==> src/rtl/iobm_pkg.sv <==
package iobm_pkg;

    localparam int PORT_W = 16;
    localparam int LEN_W  = 3;
    localparam int QUAL_W = 32;
    localparam int OFS_W  = 12;
    localparam int PAIR_W = 16;

    typedef enum logic [1:0] {
        ST_IDLE,
        ST_RD_LO,
        ST_RD_HI,
        ST_DONE
    } iobm_state_t;

    typedef struct packed {
        logic [PORT_W-1:0] port;
        logic [LEN_W-1:0]  len;
        logic              dir_in;
        logic              str;
        logic              rep;
        logic              imm;
        logic              use_bm;
        logic              uncond;
    } iobm_req_t;

    function automatic logic len_legal(input logic [LEN_W-1:0] l);
        return (l == 3'd1) || (l == 3'd2) || (l == 3'd4);
    endfunction

    function automatic logic [PAIR_W-1:0] span_mask(input logic [PORT_W-1:0] p,
                                                    input logic [LEN_W-1:0]  l);
        logic [PAIR_W-1:0] m;
        m = (PAIR_W'(1) << l) - PAIR_W'(1);
        return m << p[2:0];
    endfunction

endpackage

==> src/rtl/iobm_plan.sv <==
module iobm_plan
    import iobm_pkg::*;
#(
    parameter int ADDR_W = 32
) (
    input  logic [PORT_W-1:0] port,
    input  logic [LEN_W-1:0]  len,
    input  logic [ADDR_W-1:0] base0,
    input  logic [ADDR_W-1:0] base1,
    output logic [ADDR_W-1:0] addr_lo,
    output logic [ADDR_W-1:0] addr_hi,
    output logic              wrap,
    output logic [PAIR_W-1:0] mask
);
    localparam logic [PORT_W:0]   WRAP_LIMIT = 17'h1_0000;
    localparam logic [PORT_W-1:0] HALF_LIMIT = 16'h8000;
    localparam logic [ADDR_W-1:0] LAST_OFS   = ADDR_W'(12'hFFF);

    logic [PORT_W:0]   full_end;
    logic [PORT_W-1:0] half_end;
    logic              straddle;
    logic [ADDR_W-1:0] sel_base;
    logic [ADDR_W-1:0] byte_ofs;

    always_comb begin
        full_end = {1'b0, port} + (PORT_W+1)'(len);
        half_end = {1'b0, port[PORT_W-2:0]} + PORT_W'(len);
        wrap     = full_end > WRAP_LIMIT;
        straddle = half_end > HALF_LIMIT;
        sel_base = port[PORT_W-1] ? base1 : base0;
        byte_ofs = ADDR_W'(port[PORT_W-2:3]);
        if (straddle) begin
            addr_lo = base0 + LAST_OFS;
            addr_hi = base1;
        end else begin
            addr_lo = sel_base + byte_ofs;
            addr_hi = sel_base + byte_ofs + ADDR_W'(1);
        end
        mask = span_mask(port, len);
    end
endmodule

==> config.mk <==
export PLATFORM = sky130hd
export DESIGN_NAME = iobm_plan
export DESIGN_NICKNAME = d
export VERILOG_FILES = /design/src/rtl/iobm_pkg.sv /design/src/rtl/iobm_plan.sv
export SDC_FILE = /design/constraint.sdc
export NUM_CORES = 1
export LEC_CHECK = 0
export BUFFER_PORTS_ARGS = -buffer_cell sky130_fd_sc_hd__buf_2
export CELL_PAD_IN_SITES_DETAIL_PLACEMENT = 1
export CELL_PAD_IN_SITES_GLOBAL_PLACEMENT = 2
export CORE_MARGIN = 5
export CORE_UTILIZATION = 29
export DETAILED_ROUTE_END_ITERATION = 16
export PLACE_DENSITY_LB_ADDON = 0.1
export SLEW_MARGIN = 25
export SYNTH_ARGS = -nofsm -noshare
export SYNTH_HDL_FRONTEND = slang
export SYNTH_SLANG_ARGS = --single-unit
==> constraint.sdc <==
create_clock -name vclk -period 16.5
set_input_delay 3.3 -clock vclk [all_inputs]
set_output_delay 3.3 -clock vclk [all_outputs]
set_load 0.02 [all_outputs]
; ---- Yosys cells after proc, flatten, opt, wreduce, memory -nomap -nowiden
; Cells that the tools add are included.
[totals]
out_inout_bits = 81
elab_cells = 13
register_bits = 0
[op_classes]
n_mux = 3
addsub = 6
n_lt_le_gt_ge = 2
shift = 2
[op_table]
columns = cell, n
row1 = two-way mux 32 bit, 3
row2 = "adder 32 x 1 -> 32 bit, second input constant", 1
row3 = adder 32 x 12 -> 32 bit, 1
row4 = "adder 32 x 12 -> 32 bit, second input constant", 1
row5 = adder 16 x 3 -> 17 bit, 1
row6 = "> comparator 17 bit, second input constant", 1
row7 = adder 15 x 3 -> 16 bit, 1
row8 = "> comparator 16 bit, second input constant", 1
row9 = "left shift 1 x 3 -> 16 bit, first input constant", 1
row10 = left shift 16 x 3 -> 16 bit, 1
row11 = "subtractor 16 x 2 -> 16 bit, second input constant", 1

; ---- Logic depth before layout (Yosys ltp)
; Gate-level depths: netlist of run 1.
[logic_depth]
ltp_word = 4
depth_mapped = 20
ltp_nobuf = 13

; ---- Worst setup path before layout of run 1
; OpenSTA, ideal clock, no wires.
[synth_timing]
path_kind = input to output
start = input port[15]
end = output addr_hi[29]
slack_ns = 5.346
required_ns = 13.200
arrival_ns = 7.854
stages = 17
cell_sequence = buf_2 -> buf_4 -> buf_2 -> buf_2 -> buf_2 -> clkbuf_1 -> mux2_2 -> ha_1 -> clkbuf_1 -> a21oi_1 -> o21ai_0 -> o41ai_1 -> xnor2_1 -> nand4_4 -> nor4_4 -> nand3_1 -> a31oi_1
[synth_between]
elab_chain_cells = 4
[synth_lines]
columns = item, line_no
row1 = from (decl), iobm_plan.sv:6  ; input logic [PORT_W-1:0] port,
row2 = two-way mux 32 bit, iobm_plan.sv:30  ; sel_base = port[PORT_W-1] ? base1 : base0;
row3 = adder 32 x 12 -> 32 bit, iobm_plan.sv:37  ; addr_hi = sel_base + byte_ofs + ADDR_W'(1);
row4 = adder 32 x 1 -> 32 bit, iobm_plan.sv:37
row5 = two-way mux 32 bit, iobm_plan.sv:32  ; if (straddle) begin
row6 = to (decl), iobm_plan.sv:11  ; output logic [ADDR_W-1:0] addr_hi,
; Every way passes these cells.

; ---- Worst setup path after layout of run 1
; Same ends and word-level chain as after synthesis.

==> results.py, run 1 <==
metrics = {
    "sta": {
        "fin_ws_ps": 5204,
        "hold_viol": 0,
        "finalCritPeriodShare_pct": 68.46,
        "tns_ps": 0,
        "rsz0062_at_grt": "false",
        "setup_viol": 0,
        "relSlewSlack_pct": 41.72,
        "slew_violations": 0,
        "fin_crit_ps": 11300,
        "tightest_slew_ps": 867.6,
        "fmax_ghz": 0.08853,
    },
    "synthesis": {
        "ys_warn_count": 0,
        "avgSynthCellArea_um2": 6.295,
        "synth_nets": 834,
        "synth-seq-area-share_pct": 0,
        "yosys.cell_types.count": 71,
        "synth_area_um2": 4596,
        "syn_inst": 730,
    },
    "clocking": {
        "postCtsResizedCells": 0,
        "ctsHoldBuffers": 0,
        "postCtsSetupRepairBufs": 0,
    },
    "critical_path": {
        "crit_type": "in2out",
        "cp-end-kind": "primary output",
        "cp.required_ps": 13200,
        "critPathMaxFanout": 60,
        "cp.arrival_ps": 8000,
        "cp-start-kind": "input port",
    },
    "final_layout": {
        "fin_nets": 962,
        "multi_input_comb_area_um2": 4382,
        "nFillCells": 2097,
        "seq_cells": 0,
        "area_growth_pct": 21.24,
        "antenna_cells": 0,
        "seq_area_um2": 0,
        "clkbuf_count": 0,
        "drive_gt1_share_pct": 23.48,
    },
    "grt": {
        "gr-total-overflow": 0,
        "grt_max_degree": 61,
        "grt_pass1_wl_mm": 31.86,
        "first_global_vias": 5969,
        "antenna_found_initial": 0,
        "grt_usage_pct": 20.63,
    },
    "status": {
        "status": "finished, final reports clean",
    },
    "floorplanning": {
        "die_w_um": 135.9,
        "die_height_um": 135.9,
        "die-area_um2": 18460,
        "fp.coreArea_um2": 15710,
        "initial_core_util_pct": 29.25,
        "rows": 46,
        "io_pins": 164,
    },
    "power_and_ir_drop": {
        "power.density_nw_per_um2": 43.99,
        "power.leakage_nw": 2.352,
        "ir_drop_uv": 18.40,
    },
    "routing": {
        "drc": 0,
        "dr.pass1.iters": 4,
        "dr.first_iter.drc_count": 244,
        "post_drt_wl_per_cell_um": 18.88,
        "vias": 5856,
        "antenna_left": 0,
        "vias_per_cell": 5.463,
        "wl_mm": 20.24,
    },
    "placement": {
        "hpwl_mm": 16.92,
        "place_ws_ps": 5317,
        "portBuffers": 164,
        "gp_congestion": 0.9288,
    },
    "worst_hold_path": {
        "hp-class": "in2out",
    },
    "job": {
        "maxCapViolCount": 0,
    },
}
[final timing paths]
kind,startpoint,endpoint,slack [ps],cells past startpoint
max,port[15],addr_hi[29],5200,14
min,base1[0],addr_hi[0],6950,3
[where the power goes]
part | internal, mW | switching (mW)
Clock | 0 | 0
Combinational | 0.0847 | 0.160
Sequential | 0 | 0
Total | 0.0847 | 0.160
[metal layers]
layer | track usage, % | wire length, um | vias to the layer above
li1 | - | - | 2945
met1 | 29.01 | 9464 | 2759
met5 | 0 | 0 | -
met4 | 2.576 | 210 | 0
met3 | 1.295 | 1049 | 10
met2 | 35.67 | 9515 | 142
[Yosys cell counts, types with 3 or more instances]
library cell,instances,area (um^2)
a211o_1,3,26.28
a31oi_1,10,62.56
nand2b_1,9,56.30
nor4b_1,3,26.28
o211ai_1,9,67.56
nand4_1,15,93.84
xnor2_1,43,376.6
o21ai_0,37,185.2
buf_2,7,35.03
clkbuf_1,32,120.1
nor2_1,87,326.6
nor3_1,29,145.1
nor2b_1,5,31.28
o2111ai_1,3,26.28
a21oi_1,53,265.3
and3_1,10,62.56
a221oi_1,3,26.28
o21a_1,6,45.04
mux2_2,15,168.9
xor2_1,32,280.3
nand2_1,89,334.1
o21ai_1,5,25.02
nand3_1,45,225.2
or3_1,9,56.30
mux2i_1,29,290.3
a22oi_1,4,30.03
and2_1,9,56.30
ha_1,19,237.7
inv_1,15,56.30
a21o_1,13,97.59
o22ai_1,5,31.28
a211oi_1,10,75.07
nand4b_1,3,26.28
nand3b_1,7,52.55
nor4_1,12,75.07
[through the flow]
| stage | cells | power, mW | util, % | hold WS (ps) | area [um^2] |
|---|---|---|---|---|---|
| floorplan | 730 | 0.1636 | - | 6729 | 4596 |
| finish | 1072 | 0.2451 | 35.46 | 6947 | 5572 |
| detailed placement | 1072 | 0.2448 | 35.46 | 6939 | 5572 |
| global route | 1072 | 0.2666 | 35.46 | 6953 | 5572 |
| CTS | 1072 | 0.2464 | 35.46 | 6945 | 5572 |
| global placement | 1071 | 0.2424 | 35.28 | 6948 | 5544 |
[cell families (layout without fill, tap and decap cells)]
family                     after synthesis  after routing  share of synthesized area (%)
and+or+nand+nor                        347            347                          38.31
AOI/OAI and AO/OA                      187            187                          26.52
adders and majority gates               21             21                          6.044
buffers and inverters                   56            182                          4.846
xor gates and xnor gates                75             75                          14.29
muxes                                   44             44                          9.992
[placed cells by master (no fill, tap or decap), types with 3 or more instances in the layout]
cell       count
o2111ai_1      3
o211ai_1       9
a211oi_1      10
mux2i_1       29
xor2_1        32
or3_1          9
nand4_1       15
inv_1         15
a31oi_1       10
nor2b_1        4
mux2_2        15
a21oi_1       53
a21o_1        13
a221oi_1       3
ha_1          19
nor3_1        29
and2_1         9
a211o_1        3
nand3b_1       7
nor4b_1        3
and3_1        10
nor4_1        12
o21a_1         6
buf_2        164
o21ai_1        5
nand3_1       45
nand2_1       89
o21ai_0       37
xnor2_1       43
nor2_1        87
nand2b_1       9
o22ai_1        5
a22oi_1        4
nand4b_1       3
[critical path, stage by stage]
cell and delay (ps):
buf_2 70, buf_4 570, mux2_2 410, ha_1 360, a21o_1 240, a31oi_1 410
a21oi_1 240, o41ai_1 530, xnor2_1 410, nand4_4 300, nor4_4 520, nand3_1 130
a31oi_1 220, buf_2 200
[final cells by class]
| type | count | area share (%) |
|---|---|---|
| Multi-Input combinational cell | 674 | 78.64 |
| Timing Repair Buffer | 167 | 15.50 |
| Tap cell | 216 | 4.851 |
| Inverter | 15 | 1.011 |
Power figures use the tool's default switching activity.
==> run 2: changes to the inputs <==
--- a/config.mk
+++ b/config.mk
@@ -9,7 +9,7 @@
 export CELL_PAD_IN_SITES_DETAIL_PLACEMENT = 1
 export CELL_PAD_IN_SITES_GLOBAL_PLACEMENT = 2
 export CORE_MARGIN = 5
-export CORE_UTILIZATION = 29
+export CORE_UTILIZATION = 27
 export DETAILED_ROUTE_END_ITERATION = 16
 export PLACE_DENSITY_LB_ADDON = 0.1
 export SLEW_MARGIN = 25
==> constraint.sdc (replaced) <==
create_clock -name vclk -period 11.2
set_input_delay 2.24 -clock vclk [all_inputs]
set_output_delay 2.24 -clock vclk [all_outputs]
set_load 0.02 [all_outputs]
==> results.py, run 2 (synthesis gave the netlist of run 1 again) <==
metrics = {
    "status": {
        "status": "finished, final reports clean",
    },
    "worst_hold_path": {
        "hold_depth": 3,
        "hp-class": "in2out",
    },
    "floorplanning": {
        "rows": 47,
        "die_w_um": 140.5,
        "io_pins": 164,
        "die-area_um2": 19730,
        "die_height_um": 140.5,
        "initial_core_util_pct": 27.61,
        "fp.coreArea_um2": 16640,
    },
    "critical_path": {
        "critPathMaxFanout": 32,
        "path_depth": 13,
        "cp-start-kind": "input port",
        "max_stage_delay_ps": 560,
        "crit_chain": "buf_2 > mux2_2 > ha_1 > a21o_1 > a31oi_1 > a21oi_1 > o41ai_1 > xnor2_1 > nand4_4 > nor4_4 > nand3_1 > a31oi_1 > buf_2",
        "cp.arrival_ps": 6810,
        "worst_path_max_delay_cell": "buf_2",
        "crit_type": "in2out",
        "path_buf_inv": 2,
        "cp_top_family": "compound AO/OA/AOI/OAI gates",
        "cp-end-kind": "primary output",
        "cp.required_ps": 8960,
    },
    "sta": {
        "tns_ps": 0,
        "slew_violations": 0,
        "fin_ws_ps": 2151,
        "fmax_ghz": 0.1105,
        "hold_viol": 0,
        "relSlewSlack_pct": 44.81,
        "finalCritPeriodShare_pct": 80.79,
        "fin_crit_ps": 9049,
        "rsz0062_at_grt": "false",
        "tightest_slew_ps": 821.5,
        "setup_viol": 0,
    },
    "placement": {
        "place_ws_ps": 2214,
        "gp_congestion": 0.8725,
        "placed_area_um2": 5577,
        "portBuffers": 164,
        "hpwl_mm": 17.12,
    },
    "power_and_ir_drop": {
        "power.density_nw_per_um2": 64.65,
        "power_frac_comb_pct": 100.0,
        "p_sw_mw": 0.2359,
        "switching_share_pct": 65.43,
        "pwr-share-seq_pct": 0,
        "internal-power_mw": 0.1246,
        "power.leakage_nw": 2.352,
        "power_mw": 0.3605,
        "power_frac_clock_pct": 0,
        "ir_drop_uv": 29.11,
    },
    "routing": {
        "antenna_left": 0,
        "vias_per_cell": 5.452,
        "dr.first_iter.drc_count": 218,
        "drc": 0,
        "wl_mm": 20.43,
        "dr.pass1.iters": 4,
        "vias": 5866,
        "post_drt_wl_per_cell_um": 18.98,
    },
    "final_layout": {
        "fin_nets": 962,
        "antenna_cells": 0,
        "clkbuf_count": 0,
        "fin_area_um2": 5577,
        "seq_cells": 0,
        "drive_gt1_share_pct": 23.48,
        "multi_input_comb_area_um2": 4382,
        "final_common_cell": "buf_2",
        "layout_common_cells": "buf_2, nand2_1, nor2_1",
        "nFillCells": 2219,
        "seq_area_um2": 0,
        "area_growth_pct": 21.34,
    },
    "grt": {
        "gr-total-overflow": 0,
        "grt_usage_pct": 19.24,
        "antenna_found_initial": 0,
        "first_global_vias": 6015,
        "grt_pass1_wl_mm": 32.22,
        "grt_max_degree": 43,
    },
    "clocking": {
        "ctsHoldBuffers": 0,
        "postCtsSetupRepairBufs": 0,
        "postCtsResizedCells": 0,
    },
    "job": {
        "maxCapViolCount": 0,
    },
}
run 2: cell counts in the layout (fill, tap and decap cells not counted):
Identical to the previous run, type by type.
run 2: cell type report:
type	instances	share of cell area [%]
Timing Repair Buffer	167	15.48
Inverter	15	1.010
Tap cell	220	4.936
Multi-Input combinational cell	674	78.57
run 2: worst paths after layout:
check / start / to / slack, ps
hold / removal: base1[0] / addr_hi[0] / 4830
setup / recovery: port[15] / addr_hi[29] / 2150
run 2: per-layer routing:
metal	track usage (%)	wire length [um]	part of all wire, %	vias up
li1	-	-	-	2945
met2	33.67	9647	47	120
met5	0	0	0	-
met1	27.21	9951	49	2797
met4	1.173	112	0.55	0
met3	1.125	715	3.5	4
run 2: metrics by stage:
step | cells | utilization [%] | hold WS (ps)
after floorplan | 730 | - | 4609
after global placement | 1075 | 33.34 | 4827
after detailed placement | 1076 | 33.51 | 4827
final | 1076 | 33.51 | 4832
after global routing | 1076 | 33.51 | 4850
after CTS | 1076 | 33.51 | 4829
run 2: power groups by stage:
stage                     Combinational [mW]  Sequential, mW  Clock, mW
after floorplan                        0.241               0          0
after global placement                 0.359               0          0
after detailed placement               0.361               0          0
after CTS                              0.363               0          0
after global routing                   0.392               0          0
final                                  0.361               0          0
==> run 3: changes to the inputs <==
--- a/config.mk
+++ b/config.mk
@@ -5,11 +5,12 @@
 export SDC_FILE = /design/constraint.sdc
 export NUM_CORES = 1
 export LEC_CHECK = 0
+export ABC_AREA = 1
 export BUFFER_PORTS_ARGS = -buffer_cell sky130_fd_sc_hd__buf_2
 export CELL_PAD_IN_SITES_DETAIL_PLACEMENT = 1
 export CELL_PAD_IN_SITES_GLOBAL_PLACEMENT = 2
 export CORE_MARGIN = 5
-export CORE_UTILIZATION = 27
+export CORE_UTILIZATION = 25
 export DETAILED_ROUTE_END_ITERATION = 16
 export PLACE_DENSITY_LB_ADDON = 0.1
 export SLEW_MARGIN = 25
==> constraint.sdc (replaced) <==
create_clock -name vclk -period 9.5
set_input_delay 1.9 -clock vclk [all_inputs]
set_output_delay 1.9 -clock vclk [all_outputs]
set_load 0.02 [all_outputs]
==> results.py, run 3 <==
metrics = {
    "synthesis": {
        "synth-seq-area-share_pct": 0,
        "syn_inst": 1093,
        "yosys.cell_types.count": 47,
        "synth_top_area_share_pct": 27.49,
        "synth_area_um2": 5339,
        "synth_top_area_cell": "nand2_1",
        "synth_nets": 1197,
        "synth.top_cells.by_area": "nand2_1, nand3_1, inv_1, nor2_1, o21ai_0",
        "synth_commonest_cells": "nand2_1, inv_1, nor2_1",
        "ys_warn_count": 0,
        "synth_most_common_cell": "nand2_1",
        "avgSynthCellArea_um2": 4.885,
    },
    "power_and_ir_drop": {
        "ir_drop_uv": 27.17,
        "power.density_nw_per_um2": 67.15,
        "power.leakage_nw": 3.425,
    },
    "sta": {
        "fin_crit_ps": 7371,
        "finalCritPeriodShare_pct": 77.59,
        "setup_viol": 0,
        "rsz0062_at_grt": "false",
        "relSlewSlack_pct": 55.14,
        "hold_viol": 0,
        "slew_violations": 0,
        "tns_ps": 0,
        "tightest_slew_ps": 672.8,
        "fmax_ghz": 0.1357,
    },
    "final_layout": {
        "layout_common_cells": "nand2_1, buf_2, inv_1",
        "fin_nets": 1339,
        "seq_cells": 0,
        "area_growth_pct": 19.48,
        "finalNonFillerCells": 1510,
        "nFillCells": 3033,
        "drive_gt1_share_pct": 20.52,
        "seq_area_um2": 0,
        "clkbuf_count": 0,
        "final_common_cell": "nand2_1",
    },
    "floorplanning": {
        "die-area_um2": 24380,
        "die_w_um": 156.1,
        "io_pins": 164,
        "fp.coreArea_um2": 21020,
        "die_height_um": 156.1,
        "initial_core_util_pct": 25.40,
        "rows": 53,
    },
    "grt": {
        "grt_max_degree": 66,
        "grt_pass1_wl_mm": 40.12,
        "first_global_vias": 7070,
        "gr-total-overflow": 0,
        "antenna_found_initial": 2,
        "grt_usage_pct": 20.55,
    },
    "routing": {
        "post_drt_wl_per_cell_um": 17.39,
        "vias": 7317,
        "dr.pass1.iters": 5,
        "dr.first_iter.drc_count": 478,
        "drc": 0,
        "vias_per_cell": 4.846,
        "wl_mm": 26.26,
        "antenna_left": 0,
    },
    "critical_path": {
        "critPathMaxFanout": 55,
        "max_stage_delay_ps": 480,
        "cp_top_family": "simple AND/OR/NAND/NOR gates",
        "worst_path_max_delay_cell": "buf_4",
        "crit_path_frequent_cell": "nand2_1",
        "critPathLaunch": "port[15]",
        "crit_type": "in2out",
        "cp-end-kind": "primary output",
        "crit_chain": "buf_4 > o21ai_0 > ha_1 > nand2_1 > nor2_1 > nand3_1 > nand4_1 > nand2_1 > inv_1 > nand2_1 > nor2_1 > nand3_1 > nor2_1 > nand2_1 > nand3_1 > buf_2",
        "cp.required_ps": 7600,
        "cp.arrival_ps": 5470,
        "path_buf_inv": 3,
        "cp-start-kind": "input port",
    },
    "placement": {
        "hpwl_mm": 23.03,
        "gp_congestion": 0.8943,
        "portBuffers": 164,
        "place_inst": 1508,
    },
    "worst_hold_path": {
        "hold_start": "base0[0]",
        "hp-class": "in2out",
    },
    "job": {
        "maxCapViolCount": 0,
    },
    "clocking": {
        "postCtsSetupRepairBufs": 0,
        "postCtsResizedCells": 0,
        "ctsHoldBuffers": 0,
    },
    "status": {
        "status": "finished, final reports clean",
    },
}
## run 3: final cells by class
class | count | area (um^2) | area share, %
Antenna cell | 2 | 5.005 | 0.07846
Timing Repair Buffer | 167 | 845.8 | 13.26
Multi-Input combinational cell | 919 | 4624 | 72.50
Tap cell | 275 | 344.1 | 5.394
Inverter | 147 | 559.3 | 8.768
## run 3: tightest hold or removal path: cells and delay by family
kind,cells,cell delay (ps)
compound gates,1,70
buf+inv,2,250
## run 3: metal layers
metal	track usage, %	vias up	share of wire [%]
met5	0	-	0
met4	0.9091	0	0.44
met3	0.8044	8	5.2
met2	30.18	169	40
met1	34.20	3371	54
li1	-	3769	-
## run 3: where the power goes
group / switching [mW] / internal (mW)
Combinational: 0.301 / 0.127
Clock: 0 / 0.0000000281
Sequential: 0 / 0
## run 3: final timing paths
path / to / cells past startpoint / slack [ps]
hold / removal: addr_lo[0] / 3 / 4120
setup / recovery: addr_hi[18] / 16 / 2130
## run 3: logic make-up after synthesis
logic type      synth area share, %
xor+xnor                      6.398
compound gates                11.62
simple gates                  62.24
mux                          0.9375
fa+ha+maj                     5.203
buf+inv                       13.59
## run 3: metrics by stage
stage / area, um^2 / hold slack [ps] / utilization [%] / power, mW / worst slack [ps]
after floorplan: 5339 / 3955 / - / 0.2747 / 2691
after global placement: 6369 / 4119 / 30.30 / 0.4272 / 1722
after detailed placement: 6371 / 4117 / 30.31 / 0.4279 / 1790
after CTS: 6371 / 4117 / 30.31 / 0.4296 / 1772
after global routing: 6379 / 4137 / 30.34 / 0.4712 / 1695
final: 6379 / 4116 / 30.34 / 0.4283 / 2129
